`src/rtl/sio_pkg.sv`:
```
package sio_pkg;

    localparam int DEF_DATA_W     = 8;
    localparam int DEF_OVERSAMPLE = 16;

    typedef enum logic {
        PH_IDLE,
        PH_RUN
    } phase_e;

    typedef struct packed {
        logic ovr;
        logic par;
        logic frm;
    } rx_err_t;

    // number of bit slots in one transmitted frame
    function automatic int tx_frame_bits(input logic sync, input logic par, input int dw);
        if (sync) return dw;
        return dw + 2 + (par ? 1 : 0);
    endfunction

    // bit slot that carries the stop bit on the receive side
    function automatic int rx_stop_index(input logic par, input int dw);
        return dw + 1 + (par ? 1 : 0);
    endfunction

endpackage

```
`src/rtl/sio_tx.sv`:
```
module sio_tx
    import sio_pkg::*;
#(
    parameter int DATA_W     = DEF_DATA_W,
    parameter int OVERSAMPLE = DEF_OVERSAMPLE
) (
    input  logic              clk,
    input  logic              rst,
    input  logic              tick,
    input  logic              tx_en,
    input  logic              sync_mode,
    input  logic              par_en,
    input  logic              wr_stb,
    input  logic [DATA_W-1:0] wr_data,
    input  logic              err_pend,
    output logic              line_o,
    output logic              sck_o,
    output logic              hold_empty_o
);
    localparam int FRAME_W = DATA_W + 3;
    localparam int CNT_W   = $clog2(OVERSAMPLE);
    localparam int IDX_W   = $clog2(FRAME_W + 1);
    localparam int HALF    = OVERSAMPLE / 2;

    phase_e             phase;
    logic [DATA_W-1:0]  hold_q;
    logic               hold_full;
    logic [FRAME_W-1:0] shift_q;
    logic [CNT_W-1:0]   tcnt;
    logic [IDX_W-1:0]   bidx;
    logic [IDX_W-1:0]   last_idx;

    logic [FRAME_W-1:0] frame_d;
    logic [IDX_W-1:0]   last_d;
    logic               start_ok;
    logic               bit_end;

    always_comb begin
        frame_d = '1;
        if (sync_mode) begin
            frame_d[DATA_W-1:0] = hold_q;
        end else begin
            frame_d[0]        = 1'b0;
            frame_d[DATA_W:1] = hold_q;
            if (par_en) frame_d[DATA_W+1] = ^hold_q;
        end
        last_d = IDX_W'(tx_frame_bits(sync_mode, par_en, DATA_W) - 1);
    end

    // clocked framing: a pending receive error holds the byte back
    assign start_ok = (phase == PH_IDLE) && hold_full && !(sync_mode && err_pend);
    assign bit_end  = (phase == PH_RUN) && tick && (tcnt == CNT_W'(OVERSAMPLE - 1));

    always_ff @(posedge clk) begin
        if (rst || !tx_en) begin
            phase     <= PH_IDLE;
            hold_q    <= '0;
            hold_full <= 1'b0;
            shift_q   <= '1;
            tcnt      <= '0;
            bidx      <= '0;
            last_idx  <= '0;
        end else begin
            if (wr_stb && !hold_full) begin
                hold_q    <= wr_data;
                hold_full <= 1'b1;
            end
            if (start_ok) begin
                shift_q   <= frame_d;
                last_idx  <= last_d;
                bidx      <= '0;
                tcnt      <= '0;
                phase     <= PH_RUN;
                hold_full <= 1'b0;
            end else if (phase == PH_RUN && tick) begin
                if (bit_end) begin
                    tcnt <= '0;
                    if (bidx == last_idx) begin
                        phase <= PH_IDLE;
                    end else begin
                        bidx    <= bidx + 1'b1;
                        shift_q <= {1'b1, shift_q[FRAME_W-1:1]};
                    end
                end else begin
                    tcnt <= tcnt + 1'b1;
                end
            end
        end
    end

    assign line_o       = (phase == PH_RUN) ? shift_q[0] : 1'b1;
    assign sck_o        = (phase == PH_RUN && sync_mode) ? (tcnt >= CNT_W'(HALF)) : 1'b1;
    assign hold_empty_o = !hold_full;

endmodule

```
`src/rtl/sio_rx.sv`:
```
module sio_rx
    import sio_pkg::*;
#(
    parameter int DATA_W     = DEF_DATA_W,
    parameter int OVERSAMPLE = DEF_OVERSAMPLE
) (
    input  logic              clk,
    input  logic              rst,
    input  logic              tick,
    input  logic              rx_en,
    input  logic              par_en,
    input  logic              rxd_i,
    input  logic              rd_ack,
    input  logic              clr_ovr,
    input  logic              clr_par,
    input  logic              clr_frm,
    output logic [DATA_W-1:0] data_o,
    output logic              full_o,
    output rx_err_t           err_o
);
    localparam int CNT_W     = $clog2(OVERSAMPLE);
    localparam int IDX_W     = $clog2(DATA_W + 4);
    localparam int SAMPLE_AT = OVERSAMPLE / 2 - 1;

    phase_e            phase;
    logic              prev_q;
    logic [CNT_W-1:0]  tcnt;
    logic [IDX_W-1:0]  bidx;
    logic [DATA_W-1:0] shift_q;
    logic              par_q;
    logic [DATA_W-1:0] data_q;
    logic              full_q;
    rx_err_t           err_q;
    logic [IDX_W-1:0]  stop_idx;

    assign stop_idx = IDX_W'(rx_stop_index(par_en, DATA_W));

    always_ff @(posedge clk) begin
        if (rst) begin
            phase   <= PH_IDLE;
            prev_q  <= 1'b1;
            tcnt    <= '0;
            bidx    <= '0;
            shift_q <= '0;
            par_q   <= 1'b0;
            data_q  <= '0;
            full_q  <= 1'b0;
            err_q   <= '0;
        end else begin
            if (tick) prev_q <= rxd_i;
            if (rd_ack)  full_q    <= 1'b0;
            if (clr_ovr) err_q.ovr <= 1'b0;
            if (clr_par) err_q.par <= 1'b0;
            if (clr_frm) err_q.frm <= 1'b0;

            if (!rx_en) begin
                phase <= PH_IDLE;
                tcnt  <= '0;
                bidx  <= '0;
            end else if (phase == PH_IDLE) begin
                // the detecting tick counts as tick 0 of the start bit
                if (tick && prev_q && !rxd_i) begin
                    phase <= PH_RUN;
                    tcnt  <= CNT_W'(1);
                    bidx  <= '0;
                end
            end else if (tick) begin
                if (tcnt == CNT_W'(OVERSAMPLE - 1)) begin
                    tcnt <= '0;
                    bidx <= bidx + 1'b1;
                end else begin
                    tcnt <= tcnt + 1'b1;
                end
                if (tcnt == CNT_W'(SAMPLE_AT)) begin
                    if (bidx == '0) begin
                        if (rxd_i) phase <= PH_IDLE;
                    end else if (bidx <= IDX_W'(DATA_W)) begin
                        shift_q <= {rxd_i, shift_q[DATA_W-1:1]};
                    end else if (bidx != stop_idx) begin
                        par_q <= rxd_i;
                    end else begin
                        phase <= PH_IDLE;
                        if (full_q) begin
                            err_q.ovr <= 1'b1;
                        end else begin
                            data_q <= shift_q;
                            full_q <= 1'b1;
                            if (par_en && (par_q != ^shift_q)) err_q.par <= 1'b1;
                            if (!rxd_i) err_q.frm <= 1'b1;
                        end
                    end
                end
            end
        end
    end

    assign data_o = data_q;
    assign full_o = full_q;
    assign err_o  = err_q;

endmodule

```
`src/rtl/sio_pinmux.sv`:
```
module sio_pinmux (
    input  logic tx_en,
    input  logic tx_line,
    input  logic port_dir,
    input  logic port_lvl,
    output logic pin_o,
    output logic pin_oe
);
    always_comb begin
        if (tx_en) begin
            pin_o  = tx_line;
            pin_oe = 1'b1;
        end else begin
            pin_o  = port_lvl;
            pin_oe = port_dir;
        end
    end
endmodule

```
`src/rtl/sio_break_unit.sv`:
```
module sio_break_unit
    import sio_pkg::*;
#(
    parameter int DATA_W     = DEF_DATA_W,
    parameter int OVERSAMPLE = DEF_OVERSAMPLE
) (
    input  logic              clk,
    input  logic              rst,
    input  logic              base_tick,
    input  logic              tx_enable,
    input  logic              rx_enable,
    input  logic              sync_mode,
    input  logic              par_en,
    input  logic              pin_dir,
    input  logic              pin_level,
    input  logic              tx_write,
    input  logic [DATA_W-1:0] tx_data,
    output logic              tx_empty,
    input  logic              ser_in,
    input  logic              rx_ack,
    input  logic              clr_overrun,
    input  logic              clr_parity,
    input  logic              clr_framing,
    output logic [DATA_W-1:0] rx_data,
    output logic              rx_full,
    output logic              err_overrun,
    output logic              err_parity,
    output logic              err_framing,
    output logic              ser_out,
    output logic              ser_oe,
    output logic              ser_clk
);
    rx_err_t rx_err;
    logic    tx_line;

    sio_tx #(.DATA_W(DATA_W), .OVERSAMPLE(OVERSAMPLE)) u_tx (
        .clk          (clk),
        .rst          (rst),
        .tick         (base_tick),
        .tx_en        (tx_enable),
        .sync_mode    (sync_mode),
        .par_en       (par_en),
        .wr_stb       (tx_write),
        .wr_data      (tx_data),
        .err_pend     (|rx_err),
        .line_o       (tx_line),
        .sck_o        (ser_clk),
        .hold_empty_o (tx_empty)
    );

    sio_rx #(.DATA_W(DATA_W), .OVERSAMPLE(OVERSAMPLE)) u_rx (
        .clk     (clk),
        .rst     (rst),
        .tick    (base_tick),
        .rx_en   (rx_enable),
        .par_en  (par_en),
        .rxd_i   (ser_in),
        .rd_ack  (rx_ack),
        .clr_ovr (clr_overrun),
        .clr_par (clr_parity),
        .clr_frm (clr_framing),
        .data_o  (rx_data),
        .full_o  (rx_full),
        .err_o   (rx_err)
    );

    sio_pinmux u_mux (
        .tx_en    (tx_enable),
        .tx_line  (tx_line),
        .port_dir (pin_dir),
        .port_lvl (pin_level),
        .pin_o    (ser_out),
        .pin_oe   (ser_oe)
    );

    assign err_overrun = rx_err.ovr;
    assign err_parity  = rx_err.par;
    assign err_framing = rx_err.frm;

endmodule

```
`config.mk`:
```
export PLATFORM = sky130hd
export DESIGN_NAME = sio_break_unit
export DESIGN_NICKNAME = d
export VERILOG_FILES = /design/src/rtl/sio_pkg.sv /design/src/rtl/sio_tx.sv /design/src/rtl/sio_rx.sv /design/src/rtl/sio_pinmux.sv /design/src/rtl/sio_break_unit.sv
export SDC_FILE = /design/constraint.sdc
export NUM_CORES = 1
export LEC_CHECK = 0
export BUFFER_PORTS_ARGS = -buffer_cell sky130_fd_sc_hd__clkbuf_2
export CORE_MARGIN = 3
export CORE_UTILIZATION = 24
export CTS_CLUSTER_SIZE = 25
export DETAILED_ROUTE_END_ITERATION = 16
export HOLD_SLACK_MARGIN = 0.05
export PLACE_DENSITY = 0.45
export SYNTH_ARGS = -nofsm -noshare
export SYNTH_HDL_FRONTEND = slang
export SYNTH_SLANG_ARGS = --single-unit
export TNS_END_PERCENT = 5
```
`constraint.sdc`:
```
create_clock -name clk -period 3.1 [get_ports clk]
set_input_delay 0.155 -clock clk [delete_from_list [all_inputs] [get_ports clk]]
set_output_delay 0.155 -clock clk [all_outputs]
set_load 0.05 [all_outputs]
```
## Word level (Yosys, flattened, before mapping)

Cells that the tools add are included.

| word-level totals | value |
|---|---|
| bits in registers | 63 |
| output and inout port bits | 16 |

| cells by class | value |
|---|---|
| order comparisons | 2 |
| muxes and demuxes | 59 |
| reduce and logical (&&, ||, !) cells | 33 |
| equality and inequality tests | 9 |
| $add $sub $neg | 7 |
| bitwise gates (word level) | 7 |

Operator list:

| cell | number |
|---|---|
| two-way mux 4 bit | 11 |
| two-way mux 10 bit | 4 |
| two-way mux 1 bit | 34 |
| two-way mux 3 bit | 7 |
| adder 4 x 1 -> 4 bit, second input constant | 4 |
| XOR reduction 8 bit | 2 |
| AND reduction 3 bit | 4 |
| logical AND 1 bit | 10 |
| adder 4 x 1 -> 4 bit, first input constant | 2 |
| == test 4 bit, second input constant | 2 |
| two-way mux 8 bit | 1 |
| AND reduction 8 bit | 1 |
| nonzero test 2 bit | 4 |
| inverter 1 bit | 7 |
| AND reduction 7 bit | 1 |
| AND reduction 6 bit | 1 |
| == test 4 x 3 -> 1 bit, second input constant | 1 |
| == test 4 bit | 1 |
| >= comparator 4 bit, second input constant | 1 |
| less-or-equal comparator 4 bit, second input constant | 1 |
| zero test 1 bit | 4 |
| zero test 4 bit | 1 |
| two-way mux 2 bit | 2 |
| != test 2 bit, second input constant | 2 |
| other kinds (8) | 9 |

## Logic depth before layout (Yosys ltp)

Gate-level depths: netlist of the first run.

| depth | value |
|---|---|
| word-level depth | 12 |
| depth in mapped cells | 8 |
| gate-level depth less buffers | 7 |

## Hierarchy

A second synthesis of the first run with hierarchy kept.

| unflattened totals | value |
|---|---|
| cell total of the unflattened synthesis | 342 |
| area total of the unflattened synthesis | 3046.7 um^2 |

By module, submodules not included:

| module | area an instance (um^2) | instances | cells an instance | sequential area each (um^2) |
|---|---|---|---|---|
| sio_tx | 1610.3 | 1 | 182 | 640.6 |
| sio_rx | 1408.9 | 1 | 157 | 620.6 |
| sio_pinmux | 21.3 | 1 | 2 | 0.0 |
| sio_break_unit | 6.3 | 1 | 1 | 0.0 |

## Worst setup path before layout of the first run

OpenSTA, ideal clock, no wires.

| timing path | value |
|---|---|
| path kind | register -> register |
| from | register u_rx.tcnt[0] |
| to | register u_rx.err_q (netlist bit u_rx.err_o[0]) |
| buffers on the path | 1 |
| arrival time | 2115 ps |
| setup slack | 914 ps |
| clock period less this slack | 2186 ps |
| cell stages (with the launch flop) | 8 |
| path through | dfxtp_1 ha_1 nand2_2 or3_4 or4_4 buf_6 or3_1 a21oi_1 |

| on the way | value |
|---|---|
| cells in the longest elaborated chain, start to end | 5 |

Ends and longest elaborated chain:

| item | line | text |
|---|---|---|
| start, declared | sio_rx.sv:27 | `logic [CNT_W-1:0] tcnt;` |
| start signal, assigned | sio_rx.sv:72 | `tcnt <= tcnt + 1'b1;` |
| == test 4 x 3 -> 1 bit | sio_rx.sv:74 | `if (tcnt == CNT_W'(SAMPLE_AT)) begin` |
| two-way mux 3 bit | sio_rx.sv:74 |  |
| two-way mux 3 bit | sio_rx.sv:67 | `end else if (tick) begin` |
| two-way mux 3 bit | sio_rx.sv:60 | `end else if (phase == PH_IDLE) begin` |
| two-way mux 3 bit | sio_rx.sv:56 | `if (!rx_en) begin` |
| end, declared | sio_rx.sv:33 | `rx_err_t err_q;` |

Every way passes these cells.
A chain may end at the register's enable or synchronous reset.

## Final worst setup path of the first run

Ends and elaborated chain as after synthesis.

==> impl_metrics.toml, run 1 <==
[floorplan]
die_area_sq_mm = 0.0135
design.portCount = 39
num_rows = 39
dieHeight_um = 116
fp.dieW_um = 116
core_sq_mm = 0.0117
initial_core_util_pct = 25.1

[yosys]
synth.largest_area_cell = "dfxtp_1"
synth_ff_type = "dfxtp_1"
syn_area_sq_mm = 0.00292
seq_area_frac_synth_pct = 43.2
synth_top_area_share_pct = 43.2
synth.distinct_cells = 46
syn_area_per_cell_sq_um = 9.05
synth_seq_cells = 63
synth_cells = 323
synthArstFlopShare_pct = 0
synth-warning-count = 0
synth_area_leaders = "dfxtp_1 (43%), mux2i_1 (12%), nor2_1 (6.4%)"
synthesis.nets = 352
synth_edf_count = 0

[layout]
final-seq-area_sq_mm = 0.00126
drive_gt1_share_pct = 17.4
postLayoutCellArea_sq_mm = 0.00354
synthToLayoutAreaGrowth_pct = 21.1
stdcell_count = 506
nNetsFinal = 387
n_fill_cell = 1235
n_antenna_cell = 0
post-route-util_pct = 30.3
multi_input_area_sq_mm = 0.00156

[routing]
highest-signal-layer = "met4"
drt_wl_total_um = 6420
routedWlPerCell_um = 12.7
wirelength_met1_um = 2940
vias_per_cell = 4.64
vias = 2346
drc = 0
dr_wl_met2_um = 3120
dr.pass1.iters = 4
antenna_left = 0
met3_length_um = 283
drt_iter0_drc = 66

[min_path]
min_path_type = "input port to register"

[global_route]
antenna_found_initial = 0
grt_pass1_vias = 2198
grt_max_degree = 27
grt_pass1_wl_um = 10400
grt_use_total_pct = 9.93
grt_overflow = 0

[cts]
hold_buffers = 0
clk_latency_ns = 0.33
cts_sinks = 63
cts_made_buffers = 9
clk_path_buf_depth = 2
cts_htree_levels = 3
post_cts_buffers = 0
cts.clk_slew.worst_paths_ns = 0.06
cts_resized = 0
cts_tree = "done"
root_buffer = "clkbuf_16"

[worst_setup_path]
worstPathRequired_ns = 3.35
endpoint_kind = "register"
path_cells = "ha_1 > nand2_2 > or3_4 > or4_4 > or3_1 > a21oi_1"
crit_fanout = 10
cpPeakStageDelay_ns = 0.61
critPathSlowestCell = "or4_4"
critical_path_arrival_ns = 2.56
crit_type = "register to register"
critPathLaunchType = "register"

[timing]
whs_ns = 0.0645
fin_crit_ns = 2.31
fin_skew_ns = 0.00657
setup_slack_ns = 0.786
min_period_over_period_pct = 74.7
worst_pin_slew_ns = 0.981
hold_violations = 0
max_freq_mhz = 432
finalMaxSlewViolations = 0
rsz0062_at_grt = "no"
slew_headroom_pct = 34.5
finalSetupViolCount = 0
tns_ns = 0

[power_and_ir_drop]
powerDensity_mw_per_mm2 = 546
finalPower_mw = 1.93
irDropWorstVdd_mv = 0.211
p_leak_nw = 1.47

[outcome]
status = "completed"

[run]
drv_cap = 0

[placement]
dpl.hpwl_um = 4570
placement.io_buffers = 38
place_ws_ns = 0.809
placed_cell_area_sq_mm = 0.00324
gp_congestion = 0.755
dp.cells = 490
## state kept, by name, summed over array words and instances (netlist names)
signal	flops
u_rx.phase	1
u_rx.prev_q	1
u_tx.phase	1
u_tx.bidx	4
u_tx.tcnt	4
u_rx.par_q	1
u_tx.hold_full	1
u_rx.data_o	8
u_tx.shift_q	10
u_rx.tcnt	4
u_tx.last_idx	4
u_rx.err_o	3
u_rx.full_o	1
u_tx.hold_q	8
u_rx.bidx	4
u_rx.shift_q	8
## layout make-up
class | instances | share of cell area (%)
clock buffer | 9 | 6.36
sequential | 63 | 35.6
clock inverter | 7 | 2.05
timing repair buffer | 41 | 6.01
tap | 143 | 5.06
inverter | 8 | 0.849
multi-input combinational | 235 | 44.0
## placed cells by master (no fill, tap or decap), types with 3 or more instances in the layout
master	count
a21oi_1	20
a221o_1	6
a31oi_1	3
buf_4	3
clkbuf_16	9
clkbuf_2	38
dfxtp_1	63
ha_1	6
inv_1	8
mux2i_1	34
nand2_1	17
nand2b_1	7
nand3_1	9
nand4_1	3
nor2_1	50
nor2b_1	6
nor3_1	3
nor3b_1	4
o21ai_0	16
xnor2_1	15
xor2_1	8
## path summary, 6_finish.rpt
check | depth (start not counted) | start | slack (ns) | end
min reg2reg | 2 | u_tx.last_idx[1]$_SDFFE_PP0P_ | 0.46 | u_tx.last_idx[1]$_SDFFE_PP0P_
max | 6 | u_rx.tcnt[0]$_SDFFE_PP0P_ | 0.79 | u_rx.err_o[0]$_SDFF_PP0_
max reg2reg | 6 | u_rx.tcnt[0]$_SDFFE_PP0P_ | 0.79 | u_rx.err_o[0]$_SDFF_PP0_
min | 3 | tx_data[4] | 0.06 | u_tx.hold_q[4]$_SDFFE_PP0P_
## power by group
| part | switching, mW | leakage, nW | internal, mW |
|---|---|---|---|
| sequential | 0.0103 | 0.510 | 0.821 |
| combinational | 0.0669 | 0.820 | 0.0439 |
| clock | 0.368 | 0.142 | 0.622 |
| total | 0.446 | 1.47 | 1.49 |
## logic make-up after synthesis
| logic type | Yosys count | synth area share, % |
|---|---|---|
| AO/OA/AOI/OAI | 55 | 11.6 |
| XOR/XNOR | 24 | 7.66 |
| adder cells (fa/ha/maj) | 6 | 2.57 |
| buffers and inverters | 25 | 3.55 |
| flip-flops | 63 | 43.2 |
| multiplexers | 34 | 11.6 |
| AND/OR/NAND/NOR | 116 | 19.8 |
## layer usage
layer | GRT usage (%) | vias to the layer above
met3 | 2.90 | 7
li1 | - | 1189
met2 | 16.8 | 48
met1 | 11.9 | 1102
met4 | 3.71 | 0
met5 | 0 | -
## Yosys cell counts (2+ instances only)
cell and number:
a31oi_1 3, or2_2 2, o211ai_1 2, nor3_1 3
ha_1 6, nor2b_1 6, a221o_1 6, nand2_1 17
a21oi_1 20, mux2i_1 34, buf_2 2, inv_1 8
nor3b_1 4, nand3b_1 2, nand3_1 9, xnor2_1 15
o21ai_0 16, nand4_1 3, nand2b_1 7, xor2_1 8
a22oi_1 2, dfxtp_1 63, clkbuf_1 13, nor2_1 50
## worst max-delay path, delay by kind of cell (launching register included)
family                     cells  cell delay, ns
AOI/OAI and AO/OA              1            0.14
DFF                            1            0.36
and+or+nand+nor                4            1.47
adders and majority gates      1            0.26
No activity file was read; power rests on OpenSTA's default activity.
==> inputs of run 2 (changes only) <==
--- a/config.mk
+++ b/config.mk
@@ -5,13 +5,14 @@
 export SDC_FILE = /design/constraint.sdc
 export NUM_CORES = 1
 export LEC_CHECK = 0
+export ABC_AREA = 1
 export BUFFER_PORTS_ARGS = -buffer_cell sky130_fd_sc_hd__clkbuf_2
 export CORE_MARGIN = 3
 export CORE_UTILIZATION = 24
 export CTS_CLUSTER_SIZE = 25
 export DETAILED_ROUTE_END_ITERATION = 16
 export HOLD_SLACK_MARGIN = 0.05
-export PLACE_DENSITY = 0.45
+export PLACE_DENSITY = 0.46
 export SYNTH_ARGS = -nofsm -noshare
 export SYNTH_HDL_FRONTEND = slang
 export SYNTH_SLANG_ARGS = --single-unit
==> constraint.sdc (replaced) <==
create_clock -name clk -period 2 [get_ports clk]
set_input_delay 0.1 -clock clk [delete_from_list [all_inputs] [get_ports clk]]
set_output_delay 0.1 -clock clk [all_outputs]
set_load 0.05 [all_outputs]
==> run 2 against run 1 <==
Fmax rose by 35%. Total power up 71%. Sequential power is 55% higher. Routed wire length up 22%. Clock skew fell by 0.0022 ns. Highest routed layer unchanged. Critical path depth is 4 higher. Clock power grew 81%.
==> impl_metrics.toml, run 2 <==
[yosys]
synth_common_cells = "nand2_1 (91), dfxtp_1 (63), nor2_1 (57)"
syn_area_per_cell_sq_um = 7.09
seq_area_frac_synth_pct = 40.5
synth.distinct_cells = 35
synthArstFlopShare_pct = 0
synth-warning-count = 0
synth_top_area_share_pct = 40.5
synth.most_common_cell = "nand2_1"
synth_area_leaders = "dfxtp_1 (41%), nand2_1 (11%), nor2_1 (6.9%)"
synth_cells = 439
synth.largest_area_cell = "dfxtp_1"
syn_area_sq_mm = 0.00311
synth_edf_count = 0
synthesis.nets = 468
synth_seq_cells = 63
synth_ff_type = "dfxtp_1"

[worst_setup_path]
path_cells = "inv_1 > ha_1 > nand2_1 > nand2_1 > inv_1 > nand3_2 > nor2_8 > nand2_4 > o21ai_1 > nor2_1"
critPathLaunchType = "register"
worstPathRequired_ns = 2.21
critical_path_arrival_ns = 1.93
critPathSlowestCell = "dfxtp_1"
crit_fanout = 10
endpoint_kind = "register"
crit_buf_inv = 2
cpLargestDelayFamily = "simple AND/OR/NAND/NOR gates"
cpPeakStageDelay_ns = 0.35
crit_type = "register to register"

[layout]
n_fill_cell = 1328
largest_reg_flops = 10
postLayoutCellArea_sq_mm = 0.00395
synthToLayoutAreaGrowth_pct = 27.1
n_antenna_cell = 0
mostFrequentLayoutCells = "nand2_1 (91), dfxtp_1 (63), nor2_1 (57)"
final_common_cell = "nand2_1"
nNetsFinal = 523
top_register = "u_tx.shift_q"
drive_gt1_share_pct = 17.8

[floorplan]
fp.dieW_um = 120
num_rows = 40
initial_core_util_pct = 25.2
dieHeight_um = 120
die_area_sq_mm = 0.0144
core_sq_mm = 0.0124
design.portCount = 39

[outcome]
status = "completed"

[cts]
post_cts_buffers = 0
hold_buffers = 12
cts_sinks = 63
cts.clk_slew.worst_paths_ns = 0.05
cts_tree = "done"
cts_resized = 0
cts_made_buffers = 9
clk_latency_ns = 0.32
clk_path_buf_depth = 2
root_buffer = "clkbuf_16"
cts_htree_levels = 3

[run]
drv_cap = 0

[routing]
antenna_left = 0
drt_iter0_drc = 124
drc = 0
dr.pass1.iters = 4
drt_wl_total_um = 7870
routedWlPerCell_um = 11.8
vias = 2851
vias_per_cell = 4.27

[min_path]
min_path_type = "input port to register"

[global_route]
grt_max_degree = 20
antenna_found_initial = 0
grt_pass1_wl_um = 13300
grt_overflow = 0
grt_pass1_vias = 2726
grt_use_total_pct = 11.6

[timing]
worst_pin_slew_ns = 0.418
max_freq_mhz = 582
hold_violations = 0
slew_headroom_pct = 72.0
finalSetupViolCount = 0
fin_crit_ns = 1.72
finalMaxSlewViolations = 0
rsz0062_at_grt = "no"
min_period_over_period_pct = 86.0
tns_ns = 0
fin_skew_ns = 0.00436

[placement]
placement.io_buffers = 38
dpl.hpwl_um = 5790
gp_congestion = 0.779
placed_cell_area_sq_mm = 0.00349

[power_and_ir_drop]
p_leak_nw = 1.78
irDropWorstVdd_mv = 0.268
powerDensity_mw_per_mm2 = 838
run 2: changes by cell type after synthesis, sizes merged, moves of 7 or more:
cell,delta
mux2i,-34
nand2,+81
nor2,+12
o21ai,+19
inv,+40
nand3,+18
nand2b,-7
nand4,+8
a21oi,+16
run 2: cell families after synthesis:
logic type	count (synthesis)	synth area share [%]
fa+ha+maj	6	2.41
flops	63	40.5
buf+inv	63	8.25
xor+xnor	18	5.07
compound gates	76	12.9
simple gates	213	30.8
run 2: stage by stage:
stage	total power [mW]	hold slack, ns	utilization (%)	setup WS [ns]	instances
3_3_place_gp	1.53	0.326	28.3	0.341	639
3_5_place_dp	1.53	0.336	28.3	0.301	639
5_1_grt	3.46	0.0649	32.0	0.109	667
4_1_cts	3.37	0.0502	32.0	0.268	667
6_report	3.31	0.0641	32.0	0.281	667
2_1_floorplan	1.45	0.200	-	0.391	439
run 2: final timing paths:
check	from	end	slack, ns	depth (start not counted)
max reg2reg	u_rx.bidx[0]$_SDFFE_PP0P_	u_rx.data_o[1]$_SDFFE_PP0P_	0.28	10
max	u_rx.bidx[0]$_SDFFE_PP0P_	u_rx.data_o[1]$_SDFFE_PP0P_	0.28	10
min reg2reg	u_tx.shift_q[9]$_SDFFE_PP1P_	u_tx.shift_q[8]$_SDFFE_PP1P_	0.46	2
min	rx_ack	u_rx.full_o$_SDFF_PP0_	0.06	3
run 2: final cells by class:
cell class                 count  area [sq um]  area share, %
clock buffer                  13           250           6.33
clock inverter                 3          90.1           2.28
inverter                      52           201           5.09
multi-input combinational    313          1590           40.3
sequential                    63          1260           31.9
tap                          168           210           5.32
timing repair buffer          55           348           8.80
run 2: tightest hold or removal path: stages:
cell and delay, ns:
clkbuf_2 0.08, or2_2 0.10, a21oi_1 0.06
run 2: where the power goes:
part           total (mW)  internal (mW)  switching, mW
sequential           1.29           1.28         0.0177
clock                1.79           1.25          0.541
combinational       0.225         0.0891          0.136
total                3.31           2.62          0.695
run 2: per-layer routing:
layer,part of all wire (%),vias up,global-route usage (%)
li1,-,1530,-
met1,50,1275,15.1
met2,46,34,18.1
met3,2.2,12,3.11
met4,1.5,0,5.01
met5,0,-,0
